`src/rtl/nand_stripe_pkg.sv`:
```
package nand_stripe_pkg;
    localparam int NUM_DIES       = 2;
    localparam int PLANES_PER_DIE = 2;
    localparam int NUM_PLANES     = NUM_DIES * PLANES_PER_DIE;
    localparam int PLANE_W        = $clog2(NUM_PLANES);
    localparam logic [7:0] PAD_BYTE = 8'hFF;

    typedef enum logic {
        SEQ_RUN,
        SEQ_PAD
    } seq_state_t;

    typedef enum logic {
        PL_IDLE,
        PL_PROG
    } pl_state_t;
endpackage

```
`src/rtl/nand_plane_ctl.sv`:
```
module nand_plane_ctl
    import nand_stripe_pkg::*;
#(
    parameter int PROG_CYCLES = 28000,
    localparam int CNT_W = $clog2(PROG_CYCLES + 1)
) (
    input  logic clk,
    input  logic rst_n,
    input  logic fill_last,
    input  logic launch_ok,
    output logic cache_full,
    output logic busy,
    output logic prog_start
);
    pl_state_t        st, st_n;
    logic [CNT_W-1:0] cnt, cnt_n;

    always_ff @(posedge clk) begin
        if (!rst_n) begin
            st         <= PL_IDLE;
            cnt        <= '0;
            cache_full <= 1'b0;
        end else begin
            st  <= st_n;
            cnt <= cnt_n;
            if (fill_last)
                cache_full <= 1'b1;
            else if (prog_start)
                cache_full <= 1'b0;
        end
    end

    always_comb begin
        st_n       = st;
        cnt_n      = cnt;
        prog_start = 1'b0;
        unique case (st)
            PL_IDLE: begin
                if (cache_full && launch_ok) begin
                    prog_start = 1'b1;
                    st_n       = PL_PROG;
                    cnt_n      = CNT_W'(PROG_CYCLES - 1);
                end
            end
            PL_PROG: begin
                if (cnt == '0)
                    st_n = PL_IDLE;
                else
                    cnt_n = cnt - 1'b1;
            end
        endcase
    end

    assign busy = (st == PL_PROG);
endmodule

```
`src/rtl/nand_set_tracker.sv`:
```
module nand_set_tracker
    import nand_stripe_pkg::*;
#(
    parameter int PAGE_AW = 16
) (
    input  logic                  clk,
    input  logic                  rst_n,
    input  logic [NUM_PLANES-1:0] prog_start,
    output logic [NUM_PLANES-1:0] launch_ok,
    output logic [PAGE_AW-1:0]    prog_page
);
    logic [NUM_PLANES-1:0] done_mask;
    logic [NUM_PLANES-1:0] mask_n;

    assign mask_n    = done_mask | prog_start;
    assign launch_ok = ~done_mask;

    always_ff @(posedge clk) begin
        if (!rst_n) begin
            done_mask <= '0;
            prog_page <= '0;
        end else if (&mask_n) begin
            done_mask <= '0;
            prog_page <= prog_page + 1'b1;
        end else begin
            done_mask <= mask_n;
        end
    end
endmodule

```
`src/rtl/nand_stripe_seq.sv`:
```
module nand_stripe_seq
    import nand_stripe_pkg::*;
#(
    parameter int PAGE_BYTES = 8640,
    localparam int COL_W = $clog2(PAGE_BYTES)
) (
    input  logic                  clk,
    input  logic                  rst_n,
    input  logic                  in_valid,
    input  logic [7:0]            in_data,
    input  logic                  flush,
    input  logic [NUM_PLANES-1:0] cache_full,
    output logic                  in_ready,
    output logic                  wr_valid,
    output logic [PLANE_W-1:0]    wr_plane,
    output logic [COL_W-1:0]      wr_col,
    output logic [7:0]            wr_data,
    output logic [NUM_PLANES-1:0] fill_last,
    output logic                  at_boundary,
    output logic                  padding
);
    localparam logic [COL_W-1:0]   LAST_COL = COL_W'(PAGE_BYTES - 1);
    localparam logic [PLANE_W-1:0] LAST_PL  = PLANE_W'(NUM_PLANES - 1);

    seq_state_t         st, st_n;
    logic [PLANE_W-1:0] rr;
    logic [COL_W-1:0]   col;
    logic               slot_free, acc, pad_en, wr_en, last_slot, bound_after;

    assign slot_free   = !cache_full[rr];
    assign in_ready    = (st == SEQ_RUN) && slot_free;
    assign acc         = in_ready && in_valid;
    assign pad_en      = (st == SEQ_PAD) && slot_free;
    assign wr_en       = acc || pad_en;
    assign last_slot   = (rr == LAST_PL) && (col == LAST_COL);
    assign at_boundary = (rr == '0) && (col == '0);
    assign bound_after = wr_en ? last_slot : at_boundary;
    assign padding     = (st == SEQ_PAD);

    for (genvar p = 0; p < NUM_PLANES; p++) begin : g_fill
        assign fill_last[p] = wr_en && (rr == PLANE_W'(p)) && (col == LAST_COL);
    end

    always_comb begin
        st_n = st;
        unique case (st)
            SEQ_RUN: if (flush && !bound_after) st_n = SEQ_PAD;
            SEQ_PAD: if (pad_en && last_slot)   st_n = SEQ_RUN;
        endcase
    end

    always_ff @(posedge clk) begin
        if (!rst_n) begin
            st <= SEQ_RUN;
        end else begin
            st <= st_n;
        end
    end

    always_ff @(posedge clk) begin
        if (!rst_n) begin
            rr       <= '0;
            col      <= '0;
            wr_valid <= 1'b0;
            wr_plane <= '0;
            wr_col   <= '0;
            wr_data  <= '0;
        end else begin
            wr_valid <= wr_en;
            if (wr_en) begin
                wr_plane <= rr;
                wr_col   <= col;
                wr_data  <= acc ? in_data : PAD_BYTE;
                rr       <= rr + 1'b1;
                if (rr == LAST_PL)
                    col <= (col == LAST_COL) ? '0 : col + 1'b1;
            end
        end
    end
endmodule

```
`src/rtl/nand_stripe_sched.sv`:
```
module nand_stripe_sched
    import nand_stripe_pkg::*;
#(
    parameter int PAGE_BYTES  = 8640,
    parameter int PROG_CYCLES = 28000,
    parameter int PAGE_AW     = 16,
    localparam int COL_W = $clog2(PAGE_BYTES)
) (
    input  logic               clk,
    input  logic               rst_n,
    input  logic               in_valid,
    input  logic [7:0]         in_data,
    output logic               in_ready,
    input  logic               flush,
    output logic               wr_valid,
    output logic [1:0]         wr_plane,
    output logic [COL_W-1:0]   wr_col,
    output logic [7:0]         wr_data,
    output logic [3:0]         prog_start,
    output logic [PAGE_AW-1:0] prog_page,
    output logic [3:0]         plane_busy,
    output logic               idle
);
    logic [NUM_PLANES-1:0] cache_full, fill_last, launch_ok;
    logic                  at_boundary, padding;

    nand_stripe_seq #(.PAGE_BYTES(PAGE_BYTES)) u_seq (
        .clk        (clk),
        .rst_n      (rst_n),
        .in_valid   (in_valid),
        .in_data    (in_data),
        .flush      (flush),
        .cache_full (cache_full),
        .in_ready   (in_ready),
        .wr_valid   (wr_valid),
        .wr_plane   (wr_plane),
        .wr_col     (wr_col),
        .wr_data    (wr_data),
        .fill_last  (fill_last),
        .at_boundary(at_boundary),
        .padding    (padding)
    );

    for (genvar p = 0; p < NUM_PLANES; p++) begin : g_plane
        nand_plane_ctl #(.PROG_CYCLES(PROG_CYCLES)) u_pl (
            .clk       (clk),
            .rst_n     (rst_n),
            .fill_last (fill_last[p]),
            .launch_ok (launch_ok[p]),
            .cache_full(cache_full[p]),
            .busy      (plane_busy[p]),
            .prog_start(prog_start[p])
        );
    end

    nand_set_tracker #(.PAGE_AW(PAGE_AW)) u_set (
        .clk       (clk),
        .rst_n     (rst_n),
        .prog_start(prog_start),
        .launch_ok (launch_ok),
        .prog_page (prog_page)
    );

    assign idle = at_boundary && !padding && (cache_full == '0) && (plane_busy == '0);
endmodule

```
`config.mk`:
```
export PLATFORM = sky130hd
export DESIGN_NAME = nand_stripe_sched
export DESIGN_NICKNAME = d
export VERILOG_FILES = /design/src/rtl/nand_stripe_pkg.sv /design/src/rtl/nand_plane_ctl.sv /design/src/rtl/nand_set_tracker.sv /design/src/rtl/nand_stripe_seq.sv /design/src/rtl/nand_stripe_sched.sv
export SDC_FILE = /design/constraint.sdc
export NUM_CORES = 1
export LEC_CHECK = 0
export ABC_AREA = 1
export ABC_CLOCK_PERIOD_IN_PS = 1800
export CAP_MARGIN = 20
export CORE_UTILIZATION = 58
export CTS_CLUSTER_DIAMETER = 60
export DETAILED_ROUTE_END_ITERATION = 10
export GPL_TIMING_DRIVEN = 0
export PLACE_DENSITY = 0.78
export SYNTH_ARGS = -nofsm -noshare
export SYNTH_HDL_FRONTEND = slang
export SYNTH_SLANG_ARGS = --single-unit
```
`constraint.sdc`:
```
create_clock -name clk -period 1.8 [get_ports clk]
set_input_delay 0.27 -clock clk [delete_from_list [all_inputs] [get_ports clk]]
set_output_delay 0.27 -clock clk [all_outputs]
set_load 0.03 [all_outputs]
```
==> results.md, run 1 <==
Synthesis:
- During synthesis, Yosys emitted a total of 0 warnings.
- In this run, synthesis produced a sequential element count of 130.
- The synthesized design spends more area on one cell type than any other, namely dfxtp_1.
- The post-synthesis sequential area ratio is 36.68%.
- In this run the cell area of the synthesized design comes to between 0.007 and 0.008 mm2.
- By area the synthesized netlist is led by dfxtp_1 37%, nand2_1 16%, nor2_1 8.0%.
- The number of distinct standard cells referenced by the synthesized netlist is 33.
- The gate count of the mapped netlist is ~1100.
- Of the post-synthesis cell area, the dominant cell type holds a little under two fifths.
- The number of nets in the synthesized netlist is 1113.
- The synthesized area per cell is roughly 6.5 um2.

Clocking:
- Clock tree synthesis inserted a total of 17 buffers.
- TritonCTS built the clock tree.
- The clock latency reported for the late side of the worst-skew pair is 0.42 ns.
- The maximum level of the CTS H-tree is 4.
- The worst-case clock buffer depth is 2.
- After clock tree synthesis, the clock-pin slew on the worst setup and hold paths is 0.06 ns.
- The clock root buffer is clkbuf_16.
- CTS saw between 100 and 150 sinks.

Pwr:
- Internal power comes to roughly 0.0054 W.
- Of the total power, combinational logic draws 12.2%.
- The leakage dissipation is approximately 3.8 nW.
- The relative contribution of sequential cells to total power is 41.5%.
- The worst-case vdd ir drop is 0.0006446 V.
- The clock group share of total power is 46.3%.
- The power per unit of standard cell area is between 800 and 900 mW/mm2.
- For this design the total switching power over the nets is 0.001890 W.
- Net switching is 25.79% of the power.

Final layout:
- In the layout the commonest cells are 290 x nand2_1, 149 x nor2_1, 122 x dfxtp_1.
- The area added between synthesis and finish is 24.76%.
- Leaving out fill and tap cells, the most frequent cell in the layout is nand2_1.
- The share of the core filled with cells is around 74%.
- Cells with a size suffix above 1 make up between 10% and 20% of the layout.
- At the end of the flow, the number of nets in the layout was about 1200.
- 0 antenna diodes ended up in the layout.

STA:
- Dividing the final minimum period by the clock period gives 109.1%.
- The number of pins with negative max-slew slack in the final report was 0.
- Setup repair after global routing could not meet its margin everywhere.
- The transition time of the tightest slew-check pin is roughly 0.8 ns.
- The final hold violation count is 0.
- The routed design could run at a clock period as short as 1.964 ns.
- The maximum clock frequency is 509.3 MHz.
- The worst hold slack across all endpoints is between 0.4 and 0.5 ns.
- Across the routed clock network, the largest skew measured is 0.006678 ns.
- Setup violations remaining at the end of the flow were counted as 2.
- Setup slack on the critical path of the routed design comes to -0.1636 ns.
- The normalized max-slew margin is approximately 47%.

Setup path:
- The worst setup path is captured at an output port.
- The critical path goes through buf_8 > nor3_4 > nand4_1 > nor3_2 > buf_4.
- On the worst path, the slowest cell contributes a delay of 0.36 ns.
- The type of the worst setup path is reg -> out.
- The kind of start point of the critical path is a flop.
- The slowest stage cell on the critical path is dfxtp_4.
- STA puts the critical path data required time at 1.53 ns.
- Data on the critical path arrives at its endpoint at 1.69 ns.
- The setup check on the worst reg-to-reg path leaves a slack of around 0.050 ns.
- Of all nets on the critical path, the largest fanout is 8.

Floorplan:
- After floorplanning, the core was sized to cover 0.01196 mm2.
- The effective utilization at floorplan is 59.31%.
- During I/O placement, the number of pins put on the boundary was 63.
- The die width is about 110 um.
- The y dimension of the die is 112.6 um.
- In this run the core area contains 40 standard-cell rows.
- The die covers 0.01268 mm2.

Routing:
- The residual antenna-violating net count after detailed routing is 0.
- The number of violations reported at the end of detailed-routing iteration 0 is 505.
- In the routed design, unresolved DRC markers number 0.
- The routed wire length is around 19000 um.
- The detailed-routing iteration count for the pre-antenna-repair pass is 5.
- After detailed routing, the average wire length per cell comes to between 10 and 15 um.
- Using the TritonRoute via totals, the vias-per-cell ratio works out to 5.469.
- The routed layout has 7350 vias.

Global routing:
- The first global-routing pass estimated 30460 um of wire.
- The number of antenna violations at the first check in global routing is 0.
- The via count of the first global-routing pass is 6509.
- The largest net degree at the start of global routing is 17.
- The global-route usage over all layers is 30.00%.
- The global route total overflow is 0.

Place:
- The detailed-placement wirelength estimate is ~13000 um.
- The pre-CTS setup slack is -0.4759 ns.
- The final weighted congestion in routability-driven placement is 0.9250.
- Input and output buffers added on the ports amount to 62.

Hold path:
- The tightest min-delay check is of the in -> reg type.

Outcome:
- The final reports fail on negative setup slack.
- The flow ran to the end, but the final reports show violations.

Run:
- Across the run, the number of max-cap violations was 0.
[area by class of cell]
cell class | count | area, um2
multi-input cells | 819 | 4076
fillers | 973 | 3110
flip-flops and latches | 130 | 2625
repair buffers | 78 | 720.7
clock buffers | 22 | 474.2
inverters | 96 | 375.4
plain buffers | 43 | 290.3
well taps | 147 | 183.9
clock inverters | 9 | 105.1
[worst max-delay path, delay by kind of cell (launching register included)]
kind / cells / cell delay [ns]
AND/OR/NAND/NOR: 3 / 0.57
flip-flops: 1 / 0.36
buffers and inverters: 2 / 0.34
[final timing paths]
| check | startpoint | end | cells after the start |
|---|---|---|---|
| max | g_plane[2].u_pl.busy | idle | 5 |
| max reg2reg | u_seq.rr[0] | u_seq.col[7] | 9 |
| min reg2reg | u_seq.wr_data[0] | u_seq.wr_data[0] | 2 |
| min | in_data[5] | u_seq.wr_data[5] | 3 |
[routing by layer]
layer | wire (um) | share of wire, % | GRT usage [%] | vias to the layer above
li1 | - | - | - | 3699
met1 | 8129 | 43 | 37.07 | 3380
met2 | 9260 | 49 | 51.28 | 241
met3 | 1299 | 6.8 | 7.721 | 30
met4 | 299 | 1.6 | 8.978 | 0
met5 | 0 | 0 | 0 | -
[sequential cells by signal, indices dropped and copies added, names as in the netlist]
register,cells
u_seq.wr_valid,1
u_set.done_mask,4
u_seq.wr_col,14
u_seq.rr,2
u_set.prog_page,16
u_seq.wr_plane,2
g_plane.u_pl.busy,4
u_seq.wr_data,8
g_plane.u_pl.cache_full,4
g_plane.u_pl.cnt,60
u_seq.padding,1
u_seq.col,14
[synth_stat cells]
| library cell | instances |
|---|---|
| a21oi_1 | 106 |
| a21oi_2 | 5 |
| a21oi_4 | 2 |
| a31o_2 | 1 |
| and3_1 | 1 |
| buf_2 | 8 |
| buf_4 | 15 |
| buf_6 | 3 |
| clkbuf_1 | 19 |
| dfxtp_1 | 130 |
| ha_1 | 11 |
| inv_1 | 94 |
| inv_2 | 2 |
| nand2_1 | 298 |
| nand2_2 | 7 |
| nand3_1 | 100 |
| nand3_2 | 3 |
| nand3b_1 | 9 |
| nand4_1 | 13 |
| nor2_1 | 151 |
| nor2_2 | 7 |
| nor2_4 | 3 |
| nor3_1 | 17 |
| nor4_1 | 1 |
| o211ai_2 | 1 |
| o21a_1 | 1 |
| o21ai_0 | 43 |
| o21ai_1 | 1 |
| o21ai_4 | 1 |
| o21bai_1 | 1 |
| or2_2 | 17 |
| xnor2_1 | 8 |
| xor2_1 | 11 |
[repair_timing]
| item | 4_1_cts | 5_1_grt |
|---|---|---|
| endpoints found under the hold margin | 0 | 0 |
| gates resized for setup | 74 | 67 |
| pin swaps | 3 | 9 |
| setup endpoints to repair | 37 | 69 |
| setup buffers | 2 | 14 |
| hold buffers | 0 | 0 |
[through the flow]
stage / total power [W] / instance area [um2] / std cells / TNS [ns]
after floorplan: 0.003566 / 7098 / 1090 / 0
after CTS: 0.007257 / 8544 / 1332 / -0.2159
after global routing: 0.007577 / 8851 / 1344 / -0.3950
after detailed placement: 0.003893 / 7903 / 1299 / -2.419
after global placement: 0.003892 / 7903 / 1299 / -2.132
final: 0.007329 / 8851 / 1344 / -0.1691
[power groups by stage]
stage               Clock, W  Combinational (W)  Sequential (W)
floorplan                  0           0.000352         0.00321
global placement           0           0.000815         0.00308
detailed placement         0           0.000817         0.00308
CTS                  0.00342           0.000819         0.00302
global route         0.00357           0.000960         0.00305
finish               0.00340           0.000895         0.00304
[logic make-up (layout without fill, tap and decap cells)]
kind of cell,count (synthesis),after routing,share of synthesized area [%]
AO/OA/AOI/OAI,162,162,12.40
flip-flops,130,130,36.68
AND/OR/NAND/NOR,627,627,37.92
adder cells (fa/ha/maj),11,11,1.940
buffers and inverters,141,248,8.713
XOR/XNOR,19,19,2.346
Power figures use the tool's default switching activity.
==> run 2: changes to the inputs <==
--- a/config.mk
+++ b/config.mk
@@ -9,7 +9,6 @@
 export ABC_CLOCK_PERIOD_IN_PS = 1800
 export CAP_MARGIN = 20
 export CORE_UTILIZATION = 58
-export CTS_CLUSTER_DIAMETER = 60
 export DETAILED_ROUTE_END_ITERATION = 10
 export GPL_TIMING_DRIVEN = 0
 export PLACE_DENSITY = 0.78
==> results of run 2 <==
No change in the layout: final DEF, timing and power equal those of run 1.
==> run 3: changes to the inputs <==
--- a/config.mk
+++ b/config.mk
@@ -9,6 +9,7 @@
 export ABC_CLOCK_PERIOD_IN_PS = 1800
 export CAP_MARGIN = 20
 export CORE_UTILIZATION = 58
+export CTS_CLUSTER_SIZE = 28
 export DETAILED_ROUTE_END_ITERATION = 10
 export GPL_TIMING_DRIVEN = 0
 export PLACE_DENSITY = 0.78
==> results of run 3 <==
No change in the layout: final DEF, timing and power equal those of run 1.
